## src/rtl/vic_pkg.sv

```systemverilog
package vic_pkg;
  localparam int BUS_W  = 32;
  localparam int LANE_W = 8;
  localparam int LANES  = BUS_W / LANE_W;

  localparam logic [11:0] A_RAW_LO  = 12'h100;
  localparam logic [11:0] A_RAW_HI  = 12'h104;
  localparam logic [11:0] A_ACT_LO  = 12'h108;
  localparam logic [11:0] A_ACT_HI  = 12'h10C;
  localparam logic [11:0] A_ISR_LO  = 12'h110;
  localparam logic [11:0] A_ISR_HI  = 12'h114;
  localparam logic [11:0] A_VEC     = 12'h118;
  localparam logic [11:0] A_SRC     = 12'h120;
  localparam logic [11:0] A_MSK_LO  = 12'h128;
  localparam logic [11:0] A_MSK_HI  = 12'h12C;
  localparam logic [11:0] A_MEN_LO  = 12'h130;
  localparam logic [11:0] A_MEN_HI  = 12'h134;
  localparam logic [11:0] A_MDIS_LO = 12'h138;
  localparam logic [11:0] A_MDIS_HI = 12'h13C;
  localparam logic [11:0] A_EOS     = 12'h150;

  typedef enum logic [4:0] {
    SEL_NONE, SEL_PRIO,
    SEL_RAW_LO, SEL_RAW_HI, SEL_ACT_LO, SEL_ACT_HI,
    SEL_ISR_LO, SEL_ISR_HI, SEL_VEC, SEL_SRC,
    SEL_MSK_LO, SEL_MSK_HI, SEL_MEN_LO, SEL_MEN_HI,
    SEL_MDIS_LO, SEL_MDIS_HI, SEL_EOS
  } reg_sel_e;
endpackage

```

## src/rtl/vic_mask_bank.sv

```systemverilog
module vic_mask_bank #(
  parameter int NUM_CH = 62
) (
  input  logic              clk,
  input  logic              rst,
  input  logic              set_lo,
  input  logic              set_hi,
  input  logic              clr_lo,
  input  logic              clr_hi,
  input  logic [31:0]       wdata,
  output logic [NUM_CH-1:0] mask_q
);

  always_ff @(posedge clk) begin
    if (rst) begin
      mask_q <= '0;
    end else begin
      for (int c = 0; c < NUM_CH; c++) begin
        if (((c < 32) ? clr_lo : clr_hi) && wdata[c % 32])
          mask_q[c] <= 1'b0;
        else if (((c < 32) ? set_lo : set_hi) && wdata[c % 32])
          mask_q[c] <= 1'b1;
      end
    end
  end


  mask_set_chk: assert property (@(posedge clk) disable iff (rst)
    set_lo |=> ((mask_q[31:0] & $past(wdata)) == $past(wdata)));


  mask_clr_chk: assert property (@(posedge clk) disable iff (rst)
    clr_lo |=> ((mask_q[31:0] & $past(wdata)) == 32'd0));

endmodule

```

## src/rtl/vic_prio_regs.sv

```systemverilog
module vic_prio_regs import vic_pkg::*; #(
  parameter int NUM_CH = 62,
  parameter int PRIO_W = 2,
  parameter int IDX_W  = 4
) (
  input  logic                     clk,
  input  logic                     rst,
  input  logic                     wr_en,
  input  logic [IDX_W-1:0]         idx,
  input  logic [LANES*PRIO_W-1:0]  wd,
  output logic [BUS_W-1:0]         rd_word,
  output logic [NUM_CH*PRIO_W-1:0] prio_flat
);

  logic [PRIO_W-1:0] prio_q [NUM_CH];

  always_ff @(posedge clk) begin
    if (rst) begin
      for (int c = 0; c < NUM_CH; c++) prio_q[c] <= '0;
    end else if (wr_en) begin
      for (int c = 0; c < NUM_CH; c++)
        if (idx == IDX_W'(c / LANES))
          prio_q[c] <= wd[(c % LANES)*PRIO_W +: PRIO_W];
    end
  end

  always_comb begin
    rd_word = '0;
    for (int c = 0; c < NUM_CH; c++)
      if (idx == IDX_W'(c / LANES))
        rd_word[(c % LANES)*LANE_W +: PRIO_W] = prio_q[c];
  end

  always_comb begin
    for (int c = 0; c < NUM_CH; c++)
      prio_flat[c*PRIO_W +: PRIO_W] = prio_q[c];
  end


  prio_lane0_chk: assert property (@(posedge clk) disable iff (rst)
    (wr_en && idx == '0) |=> (prio_q[0] == $past(wd[PRIO_W-1:0])));

endmodule

```

## src/rtl/vic_arbiter.sv

```systemverilog
module vic_arbiter #(
  parameter int NUM_CH = 62,
  parameter int PRIO_W = 2,
  parameter int CH_W   = 6
) (
  input  logic [NUM_CH-1:0]        act,
  input  logic [NUM_CH*PRIO_W-1:0] prio_flat,
  output logic                     win_valid,
  output logic [CH_W-1:0]          win_idx
);

  logic [PRIO_W-1:0] best;

  always_comb begin
    win_valid = 1'b0;
    win_idx   = '0;
    best      = '1;
    for (int c = 0; c < NUM_CH; c++) begin
      if (act[c] && (!win_valid || prio_flat[c*PRIO_W +: PRIO_W] < best)) begin
        win_valid = 1'b1;
        win_idx   = CH_W'(c);
        best      = prio_flat[c*PRIO_W +: PRIO_W];
      end
    end
  end

endmodule

```

## src/rtl/vic_ctrl.sv

```systemverilog
module vic_ctrl import vic_pkg::*; #(
  parameter int NUM_CH = 62,
  parameter int PRIO_W = 2,
  parameter int ADDR_W = 12
) (
  input  logic              clk,
  input  logic              rst,
  input  logic [NUM_CH-1:0] irq_src,
  input  logic              bus_req,
  input  logic              bus_we,
  input  logic [ADDR_W-1:0] bus_addr,
  input  logic [BUS_W-1:0]  bus_wdata,
  output logic [BUS_W-1:0]  bus_rdata,
  output logic              irq_out
);

  localparam int CH_W      = $clog2(NUM_CH);
  localparam int PRIO_REGS = (NUM_CH + LANES - 1) / LANES;
  localparam int PIDX_W    = $clog2(PRIO_REGS);

  reg_sel_e sel;
  logic rd, wr, vec_rd, src_rd, eos_wr;
  logic [NUM_CH-1:0] raw_q, mask_q, act;
  logic [63:0] raw_pad, act_pad, mask_pad, isr_pad;
  logic in_svc_q, in_svc_d, irq_q;
  logic [CH_W-1:0] svc_ch_q, srcnum_q, win_idx;
  logic win_valid;
  logic [BUS_W-1:0] rdata_q, rd_mux, prio_word, vec_word, src_word;
  logic [LANES*PRIO_W-1:0] prio_wd;
  logic [NUM_CH*PRIO_W-1:0] prio_flat;
  logic [PIDX_W-1:0] pidx;

  // address decode; misaligned offsets are unmapped
  always_comb begin
    sel = SEL_NONE;
    if (bus_addr[1:0] == 2'b00) begin
      case (bus_addr)
        ADDR_W'(A_RAW_LO):  sel = SEL_RAW_LO;
        ADDR_W'(A_RAW_HI):  sel = SEL_RAW_HI;
        ADDR_W'(A_ACT_LO):  sel = SEL_ACT_LO;
        ADDR_W'(A_ACT_HI):  sel = SEL_ACT_HI;
        ADDR_W'(A_ISR_LO):  sel = SEL_ISR_LO;
        ADDR_W'(A_ISR_HI):  sel = SEL_ISR_HI;
        ADDR_W'(A_VEC):     sel = SEL_VEC;
        ADDR_W'(A_SRC):     sel = SEL_SRC;
        ADDR_W'(A_MSK_LO):  sel = SEL_MSK_LO;
        ADDR_W'(A_MSK_HI):  sel = SEL_MSK_HI;
        ADDR_W'(A_MEN_LO):  sel = SEL_MEN_LO;
        ADDR_W'(A_MEN_HI):  sel = SEL_MEN_HI;
        ADDR_W'(A_MDIS_LO): sel = SEL_MDIS_LO;
        ADDR_W'(A_MDIS_HI): sel = SEL_MDIS_HI;
        ADDR_W'(A_EOS):     sel = SEL_EOS;
        default: if (bus_addr < ADDR_W'(PRIO_REGS*4)) sel = SEL_PRIO;
      endcase
    end
  end

  assign rd     = bus_req && !bus_we;
  assign wr     = bus_req && bus_we;
  assign vec_rd = rd && (sel == SEL_VEC);
  assign src_rd = rd && (sel == SEL_SRC);
  assign eos_wr = wr && (sel == SEL_EOS);
  assign pidx   = bus_addr[2 +: PIDX_W];

  always_comb begin
    for (int j = 0; j < LANES; j++)
      prio_wd[j*PRIO_W +: PRIO_W] = bus_wdata[j*LANE_W +: PRIO_W];
  end

  vic_mask_bank #(.NUM_CH(NUM_CH)) u_mask (
    .clk    (clk),
    .rst    (rst),
    .set_lo (wr && sel == SEL_MEN_LO),
    .set_hi (wr && sel == SEL_MEN_HI),
    .clr_lo (wr && sel == SEL_MDIS_LO),
    .clr_hi (wr && sel == SEL_MDIS_HI),
    .wdata  (bus_wdata),
    .mask_q (mask_q)
  );

  vic_prio_regs #(.NUM_CH(NUM_CH), .PRIO_W(PRIO_W), .IDX_W(PIDX_W)) u_prio (
    .clk       (clk),
    .rst       (rst),
    .wr_en     (wr && sel == SEL_PRIO),
    .idx       (pidx),
    .wd        (prio_wd),
    .rd_word   (prio_word),
    .prio_flat (prio_flat)
  );

  always_comb begin
    act    = raw_q & mask_q;
    act[0] = 1'b0;
  end

  vic_arbiter #(.NUM_CH(NUM_CH), .PRIO_W(PRIO_W), .CH_W(CH_W)) u_arb (
    .act       (act),
    .prio_flat (prio_flat),
    .win_valid (win_valid),
    .win_idx   (win_idx)
  );

  // service state
  always_comb begin
    in_svc_d = in_svc_q;
    if (vec_rd && win_valid) in_svc_d = 1'b1;
    else if (eos_wr)         in_svc_d = 1'b0;
  end

  // 64-bit views for the two-word readback
  always_comb begin
    raw_pad  = '0;  raw_pad[NUM_CH-1:0]  = raw_q;
    act_pad  = '0;  act_pad[NUM_CH-1:0]  = act;
    mask_pad = '0;  mask_pad[NUM_CH-1:0] = mask_q;
    isr_pad  = '0;
    if (in_svc_q) isr_pad[svc_ch_q] = 1'b1;
    vec_word = '0;
    vec_word[2 +: CH_W] = win_valid ? win_idx : '0;
    src_word = '0;
    src_word[CH_W-1:0] = srcnum_q;
  end

  always_comb begin
    case (sel)
      SEL_PRIO:   rd_mux = prio_word;
      SEL_RAW_LO: rd_mux = raw_pad[31:0];
      SEL_RAW_HI: rd_mux = raw_pad[63:32];
      SEL_ACT_LO: rd_mux = act_pad[31:0];
      SEL_ACT_HI: rd_mux = act_pad[63:32];
      SEL_ISR_LO: rd_mux = isr_pad[31:0];
      SEL_ISR_HI: rd_mux = isr_pad[63:32];
      SEL_VEC:    rd_mux = vec_word;
      SEL_SRC:    rd_mux = src_word;
      SEL_MSK_LO: rd_mux = mask_pad[31:0];
      SEL_MSK_HI: rd_mux = mask_pad[63:32];
      default:    rd_mux = '0;
    endcase
  end

  always_ff @(posedge clk) begin
    if (rst) begin
      raw_q    <= '0;
      in_svc_q <= 1'b0;
      svc_ch_q <= '0;
      srcnum_q <= '0;
      irq_q    <= 1'b0;
      rdata_q  <= '0;
    end else begin
      raw_q    <= irq_src;
      in_svc_q <= in_svc_d;
      irq_q    <= win_valid && !in_svc_d;
      if (vec_rd && win_valid) svc_ch_q <= win_idx;
      if (vec_rd)      srcnum_q <= win_valid ? win_idx : '0;
      else if (src_rd) srcnum_q <= '0;
      if (rd) rdata_q <= rd_mux;
    end
  end

  assign bus_rdata = rdata_q;
  assign irq_out   = irq_q;


  irq_quiet_svc_chk: assert property (@(posedge clk) disable iff (rst)
    in_svc_q |-> !irq_out);


  irq_has_src_chk: assert property (@(posedge clk) disable iff (rst)
    irq_out |-> $past(win_valid));


  eos_close_chk: assert property (@(posedge clk) disable iff (rst)
    eos_wr |=> !in_svc_q);


  src_self_clear_chk: assert property (@(posedge clk) disable iff (rst)
    src_rd |=> (srcnum_q == '0));


  vec_capture_chk: assert property (@(posedge clk) disable iff (rst)
    (vec_rd && win_valid) |=> (srcnum_q == $past(win_idx)) && in_svc_q && !irq_out);


  ch0_reserved_chk: assert property (@(posedge clk) disable iff (rst)
    win_valid |-> (win_idx != '0));


  win_active_chk: assert property (@(posedge clk) disable iff (rst)
    win_valid |-> act[win_idx]);


  no_win_idle_chk: assert property (@(posedge clk) disable iff (rst)
    !win_valid |-> (act == '0));

endmodule

```

## config.mk

```make
export PLATFORM = sky130hd
export DESIGN_NAME = vic_ctrl
export DESIGN_NICKNAME = d
export VERILOG_FILES = /design/src/rtl/vic_pkg.sv /design/src/rtl/vic_mask_bank.sv /design/src/rtl/vic_prio_regs.sv /design/src/rtl/vic_arbiter.sv /design/src/rtl/vic_ctrl.sv
export SDC_FILE = /design/constraint.sdc
export NUM_CORES = 1
export LEC_CHECK = 0
export BUFFER_PORTS_ARGS = -buffer_cell sky130_fd_sc_hd__buf_2
export CAP_MARGIN = 5
export CORE_UTILIZATION = 45
export CTS_CLUSTER_SIZE = 8
export DETAILED_ROUTE_END_ITERATION = 10
export GPL_ROUTABILITY_DRIVEN = 0
export SLEW_MARGIN = 40
export SYNTH_ARGS = -nofsm -noshare
export SYNTH_HDL_FRONTEND = slang
export SYNTH_SLANG_ARGS = --single-unit
```

## constraint.sdc

```tcl
create_clock -name clk -period 14 [get_ports clk]
set_clock_uncertainty 0.05 [all_clocks]
set_input_delay 2.8 -clock clk [delete_from_list [all_inputs] [get_ports clk]]
set_output_delay 2.8 -clock clk [all_outputs]
set_load 0.02 [all_outputs]
```

* After elaboration in Yosys (flattened, before gate mapping)
Memory sizes are Yosys's and may differ from the RTL's.
Cells that the tools add are included.
** Storage, ports and cells
- Register bits :: 170
- Latch bits :: 0
- Memory bits (writable) :: 124
- Memory bits (read-only) :: 0
- Bits of input ports :: 110
- Output and inout port bits :: 33
- Logic and storage cells :: 1009
- Memories kept :: 1
** Memory list
- u_prio.prio_q :: depth 62, bits a word 2, rd ports 62, clocked after Yosys merged registers in 0, wr ports 62, RTL line vic_prio_regs.sv:15 : logic [PRIO_W-1:0] prio_q [NUM_CH];
** Cells by class
- $add $sub $neg :: 0
- Multipliers :: 0
- Divide/modulo/power cells :: 0
- Magnitude comparators :: 63
- Equal/unequal tests :: 46
- Shifts and indexed selects :: 0
- Mux-type cells :: 384
- Bitwise logic cells :: 63
- Reduce and logical (&&, ||, !) cells :: 384
** Operators with widths (number)
- 2-to-1 mux 2 bit :: 186
- case mux 32 bit (11 select lines) :: 1
- 2-to-1 mux 6 bit :: 33
- logical AND 1 bit :: 197
- equality test 12 x 9 -> 1 bit, second input constant :: 15
- 2-to-1 mux 1 bit :: 132
- OR reduction 2 bit :: 62
- less-than comparator 2 bit :: 60
- 2-to-1 mux 5 bit :: 17
- case mux 5 bit (15 select lines) :: 1
- 2-to-1 mux 64 bit :: 1
- bitwise AND 62 bit :: 1
- zero test 1 bit :: 62
- bitwise OR 1 bit :: 62
- logical OR 1 bit :: 60
- equality test 5 x 4 -> 1 bit, second input constant :: 8
- equality test 4 bit, second input constant :: 8
- 2-to-1 mux 4 bit :: 8
- equality test 5 x 3 -> 1 bit, second input constant :: 4
- equality test 4 x 3 -> 1 bit, second input constant :: 4
- less-than comparator 12 x 7 -> 1 bit, second input constant :: 1
- 2-to-1 mux 3 bit :: 4
- equality test 5 x 2 -> 1 bit, second input constant :: 2
- equality test 4 x 2 -> 1 bit, second input constant :: 2
- 9 further kinds :: 9

* Depth between registers and ports, before layout
- Depth after elaboration :: 246
- Mapped depth :: 51
- Gate-level depth less buffers :: 49

* Hierarchy
A second synthesis with hierarchy kept.
** Unflattened totals
- Cell total of the unflattened synthesis :: 2565
- Area total of the unflattened synthesis :: 21165.3 um^2
** Modules (own cells, without submodules)
- vic_arbiter :: instances 1, cells each 1110, area each 6630.1 um^2, seq. area each 0.0 um^2
- vic_ctrl :: instances 1, cells each 752, area each 6042.0 um^2, seq. area each 2162.1 um^2
- vic_prio_regs :: instances 1, cells each 498, area each 5945.7 um^2, seq. area each 3723.6 um^2
- vic_mask_bank :: instances 1, cells each 205, area each 2547.4 um^2, seq. area each 1241.2 um^2

* Worst setup path after synthesis
Ideal clock, no wire load.
- Path type :: reg2reg
- Start :: register raw_q[1]
- End :: register rdata_q[5], in the netlist bus_rdata[5]
- Arrival time :: 12685 ps
- Required time :: 13836 ps
- Setup slack :: 1150 ps
- Cell stages (with the launch flop) :: 50
- Buffers on the path :: 1
- Period minus slack after synthesis :: 12850 ps
- Path through :: dfxtp_1 -> buf_4 -> and3b_1 -> a32o_2 -> or3_4 -> and3_1 -> a221o_1 -> o2111ai_1 -> nand4_1 -> a32oi_2 -> o21a_1 -> o22a_4 -> a31oi_2 -> o41ai_2 -> a41oi_1 -> o41ai_1 -> nand4_1 -> a211oi_1 -> (+14 left out) -> o221ai_1 -> nor3_1 -> o311ai_1 -> o21ai_1 -> a31oi_1 -> o311ai_1 -> nand3_1 -> a21oi_1 -> mux2i_1 -> ha_1 -> nor2_1 -> a21oi_1 -> o22ai_1 -> a31oi_1 -> a31o_2 -> nand3_1 -> nor3_1 -> a2111oi_0
** Between the ends
- Longest elaborated chain between the ends :: 244
** Ends and longest elaborated chain
- start, declared :: RTL line vic_ctrl.sv:23 : logic [NUM_CH-1:0] raw_q, mask_q, act;
- start signal, assigned :: RTL line vic_ctrl.sv:149 : raw_q <= irq_src;
- bitwise AND 62 bit * :: RTL line vic_ctrl.sv:92 : act = raw_q & mask_q;
- 2-to-1 mux 2 bit / 2-to-1 mux 1 bit (equally long branches) :: RTL line vic_arbiter.sv:19 : if (act[c] && (!win_valid || prio_flat[c*PRIO_W +: PRIO_W] < best)) begin
- less-than comparator 2 bit / zero test 1 bit (equally long branches) :: RTL line vic_arbiter.sv:19
- logical OR 1 bit :: RTL line vic_arbiter.sv:19
- logical AND 1 bit :: RTL line vic_arbiter.sv:19
- 2-to-1 mux 2 bit / 2-to-1 mux 1 bit (equally long branches) :: RTL line vic_arbiter.sv:19
- less-than comparator 2 bit / zero test 1 bit (equally long branches) :: RTL line vic_arbiter.sv:19
- logical OR 1 bit :: RTL line vic_arbiter.sv:19
- (+228 left out)
- logical AND 1 bit :: RTL line vic_arbiter.sv:19
- 2-to-1 mux 2 bit / 2-to-1 mux 1 bit (equally long branches) :: RTL line vic_arbiter.sv:19
- less-than comparator 2 bit / zero test 1 bit (equally long branches) :: RTL line vic_arbiter.sv:19
- logical OR 1 bit :: RTL line vic_arbiter.sv:19
- logical AND 1 bit :: RTL line vic_arbiter.sv:19
- 2-to-1 mux 6 bit / 2-to-1 mux 1 bit (equally long branches) :: RTL line vic_arbiter.sv:19
- 2-to-1 mux 6 bit * :: RTL line vic_ctrl.sv:118 : vec_word[2 +: CH_W] = win_valid ? win_idx : '0;
- case mux 32 bit (11 select lines) * :: RTL line vic_ctrl.sv:124 : case (sel)
- end signal, assigned :: RTL line vic_ctrl.sv:155 : if (rd) rdata_q <= rd_mux;
- end, declared :: RTL line vic_ctrl.sv:28 : logic [BUS_W-1:0] rdata_q, rd_mux, prio_word, vec_word, src_word;
Every way passes the cells marked *; elsewhere a longest branch is shown, timed or not.
A chain may end at the register's enable or synchronous reset.

==> results <==
- A synthesized cell averages slightly above 8 um^2.
- The total power density per cell area is between 90 and 100 mW/mm^2.
- The tightest slew margin relative to the limit is 39.92%.
- Adding up every negative setup slack in the final design gives 0 ps.
- The global-route wire length before repair is ~120 mm.
- The die span in y is a little over 200 um.
- In the final routed layout, each cell accounts on average for between 20 and 30 um.
- The final number of hold-violating endpoints came to 0.
- The final number of max-transition violations is 0.
- In this run switching power makes up a little over a quarter of total power.
- The longest clock path from root to sink contains 3 buffers.
- After legalization and detailed placement, the total HPWL measured roughly 60 mm.
- The upper clock frequency limit is roughly 75 MHz.
- The worst-case vdd ir drop is 87.06 uV.
- The synthesized netlist contains 93 unique library cells.
- In this run, synthesis inferred around 120 flip-flops with an integrated enable.
- The final net count is 2588.
- The fraction of power consumed by the clock network is 45.9%.
- The setup violation total in the final timing report is 0.
- The setup path with the least slack is of type reg2reg.
- The detail-routed via count per cell is between 6 and 7.
- The initial DRC count is ~2800.
- The library cell used as clock root buffer is clkbuf_16.
- The number of remaining DRC errors is 6.
- The register cell area after layout is between 0.007 and 0.008 mm^2.
- Summed over all layers, the routed wires come to 80.22 mm.
- The post-route netlist has approximately 15% of its cells at a drive strength greater than 1.
- The deepest level of the CTS H-tree is 2.
- After filler insertion, the fill cell instance count of the layout stands at 3869.
- Setup slack on the critical path of the routed design comes to around 580 ps.
- The static power due to leakage is about 8.7 nW.
- The flow ran to the end, but the final reports show violations.
- Clock-pin slew was measured on the worst setup and hold paths at around 60 ps.
- The share of the clock period used by the worst path after layout is a little over nine tenths.
- The final critical delay including setup and external delays is 13420 ps.
- Among all stages on the critical path, the largest delay is contributed by o311ai_2.
- The number of cells produced by synthesis is between 2000 and 2500.
- For this run, the total global-route usage over all layers was measured as a little under two fifths.
- The number of standard-cell rows in the floorplan is between 70 and 80.
- The first-pass iteration count of the detailed router is 11.
- Leaving out filler cells and counting taps, the final layout contains approximately 3000.
- The final reports fail on DRC.
- The number of antenna violations at the first check in global routing is 1.
- The type of element launching the critical path is a register.
- The type of destination of the critical path is a register.
- The number of sinks on the clock net is approximately 290.
- The Yosys step of the flow raised 0 warnings.
- Once placement completed, the tool counted placed cells totaling 2939.
- The total design power is between 2 and 2.5 mW.
- The core region is about 0.041 mm^2.
- The routed layout has roughly 20000 vias.
- The final global-route overflow total is 0.
- The number of antenna diodes in the final layout is 0.
- The initial utilization of the core area, before any placement, comes to between 40% and 50%.
- The path class of the tightest hold or removal check is reg2reg.
- Clock latency on the worst-skew pair, taken at its later pin, is 590 ps.
- The count of pins on the block boundary is 143.
- Once detail routing completed, the nets flagged for antenna violations numbered 0.
- The floorplan step set the die width to 206.7 um.
- The post-synthesis to final-layout area growth is 17.44%.
- In this run the cell area measured after placement is 0.02022 mm^2.
- The area of all placed cells without fillers is 0.02215 mm^2.
- The post-placement worst setup slack is -771.7 ps.
- After synthesis the cells add up to 0.01886 mm^2.
- The number of clock buffers added by TritonCTS is 43.
- In this run, synthesis produced a sequential element count of about 290.
- The sequential element share of the synthesized area is 37.78%.
- Summing all multi-input logic gate instances after layout gives ~0.012 mm^2.
- The number of nets handed over by synthesis was 2439.
- The worst-path maximum fanout is 6.
- In this run, the combinational gates consume under 10% of the power.
- The switching power total is about 0.57 mW.
- Data arrives at the worst endpoint at approximately 14000 ps.
- The number of max-cap violations is 0.
- The via count of the first global-routing pass is 18370.
- The largest incremental delay on the critical path is approximately 500 ps.
- In the layout the commonest cells are 297 x nand2_1, 244 x nor2_1, 220 x a21oi_1, 170 x dfxtp_1, 141 x buf_2.
- Data on the critical path is required at its endpoint by ~14000 ps.
- Sequential cells burn between 40% and 50% of the power.
- The most used flip-flop cell after synthesis is dfxtp_1.
- The most frequent standard cell in the layout excluding fill and tap cells is nand2_1.
- The maximum number of pins on one net before global-route repair is 89.
- Internal power comes to around 1.6 mW.
- In this design, the critical path's most frequently occurring cell is buf_4.
- TritonCTS built the clock tree.
- The number of buffers inserted by port buffering is approximately 140.
- At the pin with the least slew margin, the transition time is approximately 900 ps.
- The fraction of registers with async set or reset after synthesis is 0%.
- The die footprint is 0.04274 mm^2.
[sequential cells by signal, indices dropped and copies added, names as in the netlist]
name and cells:
u_prio.prio_q 124, raw_q 62, u_mask.mask_q 62, bus_rdata 32, srcnum_q 6, svc_ch_q 6
in_svc_q 1, irq_out 1
[stage by stage]
stage,util [%],hold slack (ps)
floorplan,-,372.6
global placement,49.10,387.5
detailed placement,49.20,392.5
CTS,52.50,397.7
global route,53.89,426.0
finish,53.89,395.6
[path summary, 6_finish.rpt]
| kind | startpoint | endpoint | slack [ps] | cells after the start |
|---|---|---|---|---|
| worst max-delay path | u_prio.prio_q[0][3] | bus_rdata[5] | 580 | 54 |
| worst min-delay path | bus_rdata[17] | bus_rdata[17] | 400 | 2 |
| worst max register to register | u_prio.prio_q[0][3] | bus_rdata[5] | 580 | 54 |
| worst min register to register | bus_rdata[17] | bus_rdata[17] | 400 | 2 |
[cell families (layout without fill, tap and decap cells)]
kind of cell | count (synthesis) | count (layout) | synth area share [%]
simple gates | 914 | 914 | 22.80
mux | 25 | 25 | 1.937
buf+inv | 176 | 350 | 3.602
compound gates | 881 | 881 | 31.90
flops | 294 | 294 | 37.78
fa+ha+maj | 35 | 35 | 1.884
xor+xnor | 2 | 2 | 0.09287
[final cells by class]
class / instances / area share, %
Clock inverter: 4 / 0.2485
Timing Repair Buffer: 206 / 5.388
Sequential cell: 294 / 32.17
Clock buffer: 66 / 5.337
Tap cell: 532 / 3.005
Inverter: 74 / 1.254
Multi-Input combinational cell: 1857 / 52.60
[cells in the mapped netlist (all sizes together) (14+ instances only)]
master / number / share of area (%)
clkbuf: 91 / 1.8
or2: 30 / 0.99
a21oi: 225 / 6.0
o221ai: 17 / 0.86
nand3b: 15 / 0.60
nor2b: 86 / 2.9
a21boi: 14 / 0.56
inv: 74 / 1.5
nor2: 249 / 5.0
nand4: 20 / 0.70
mux2i: 14 / 0.74
dfxtp: 170 / 18
a211oi: 46 / 1.9
edfxtp: 124 / 20
nand2: 297 / 5.9
maj3: 33 / 1.8
a31oi: 20 / 0.70
o21bai: 42 / 1.7
o31ai: 34 / 1.4
o211ai: 20 / 0.80
a41oi: 14 / 0.65
a311oi: 34 / 1.6
nor3: 35 / 0.93
a222oi: 19 / 1.0
nand2b: 47 / 1.6
nand3: 61 / 1.6
a22oi: 42 / 1.7
a21o: 80 / 3.2
o21a: 23 / 0.92
o21ai: 148 / 3.9
and2: 23 / 0.76
a221oi: 21 / 1.0
[timing repair]
action | in CTS | in global routing
setup buffers | 2 | 22
pin swaps | 2 | 23
hold buffers | 0 | 0
resized for setup | 16 | 55
setup endpoints to repair | 18 | 18
[per-layer routing]
layer / global-route usage (%) / wire, um / up-vias
met5: 0 / 19 / -
met4: 19.19 / 4637 / 2
met3: 6.892 / 9720 / 267
met2: 55.36 / 34340 / 1494
met1: 49.80 / 31510 / 9676
li1: - / - / 9047
[worst max-delay path, delay by kind of cell, from the launching register on]
family,cells,cell delay (ps)
buf+inv,6,1090
flops,1,400
fa+ha+maj,1,250
simple gates,11,2250
mux,1,230
compound gates,35,9010
[power groups by stage]
| stage | clock network [mW] | registers (mW) | logic [mW] |
|---|---|---|---|
| detailed placement | 0 | 0.998 | 0.152 |
| global route | 1.02 | 0.986 | 0.179 |
| finish | 0.982 | 0.986 | 0.169 |
| floorplan | 0 | 0.971 | 0.0919 |
| CTS | 0.990 | 0.982 | 0.156 |
| global placement | 0 | 0.998 | 0.150 |
No activity file was read; power rests on OpenSTA's default activity.
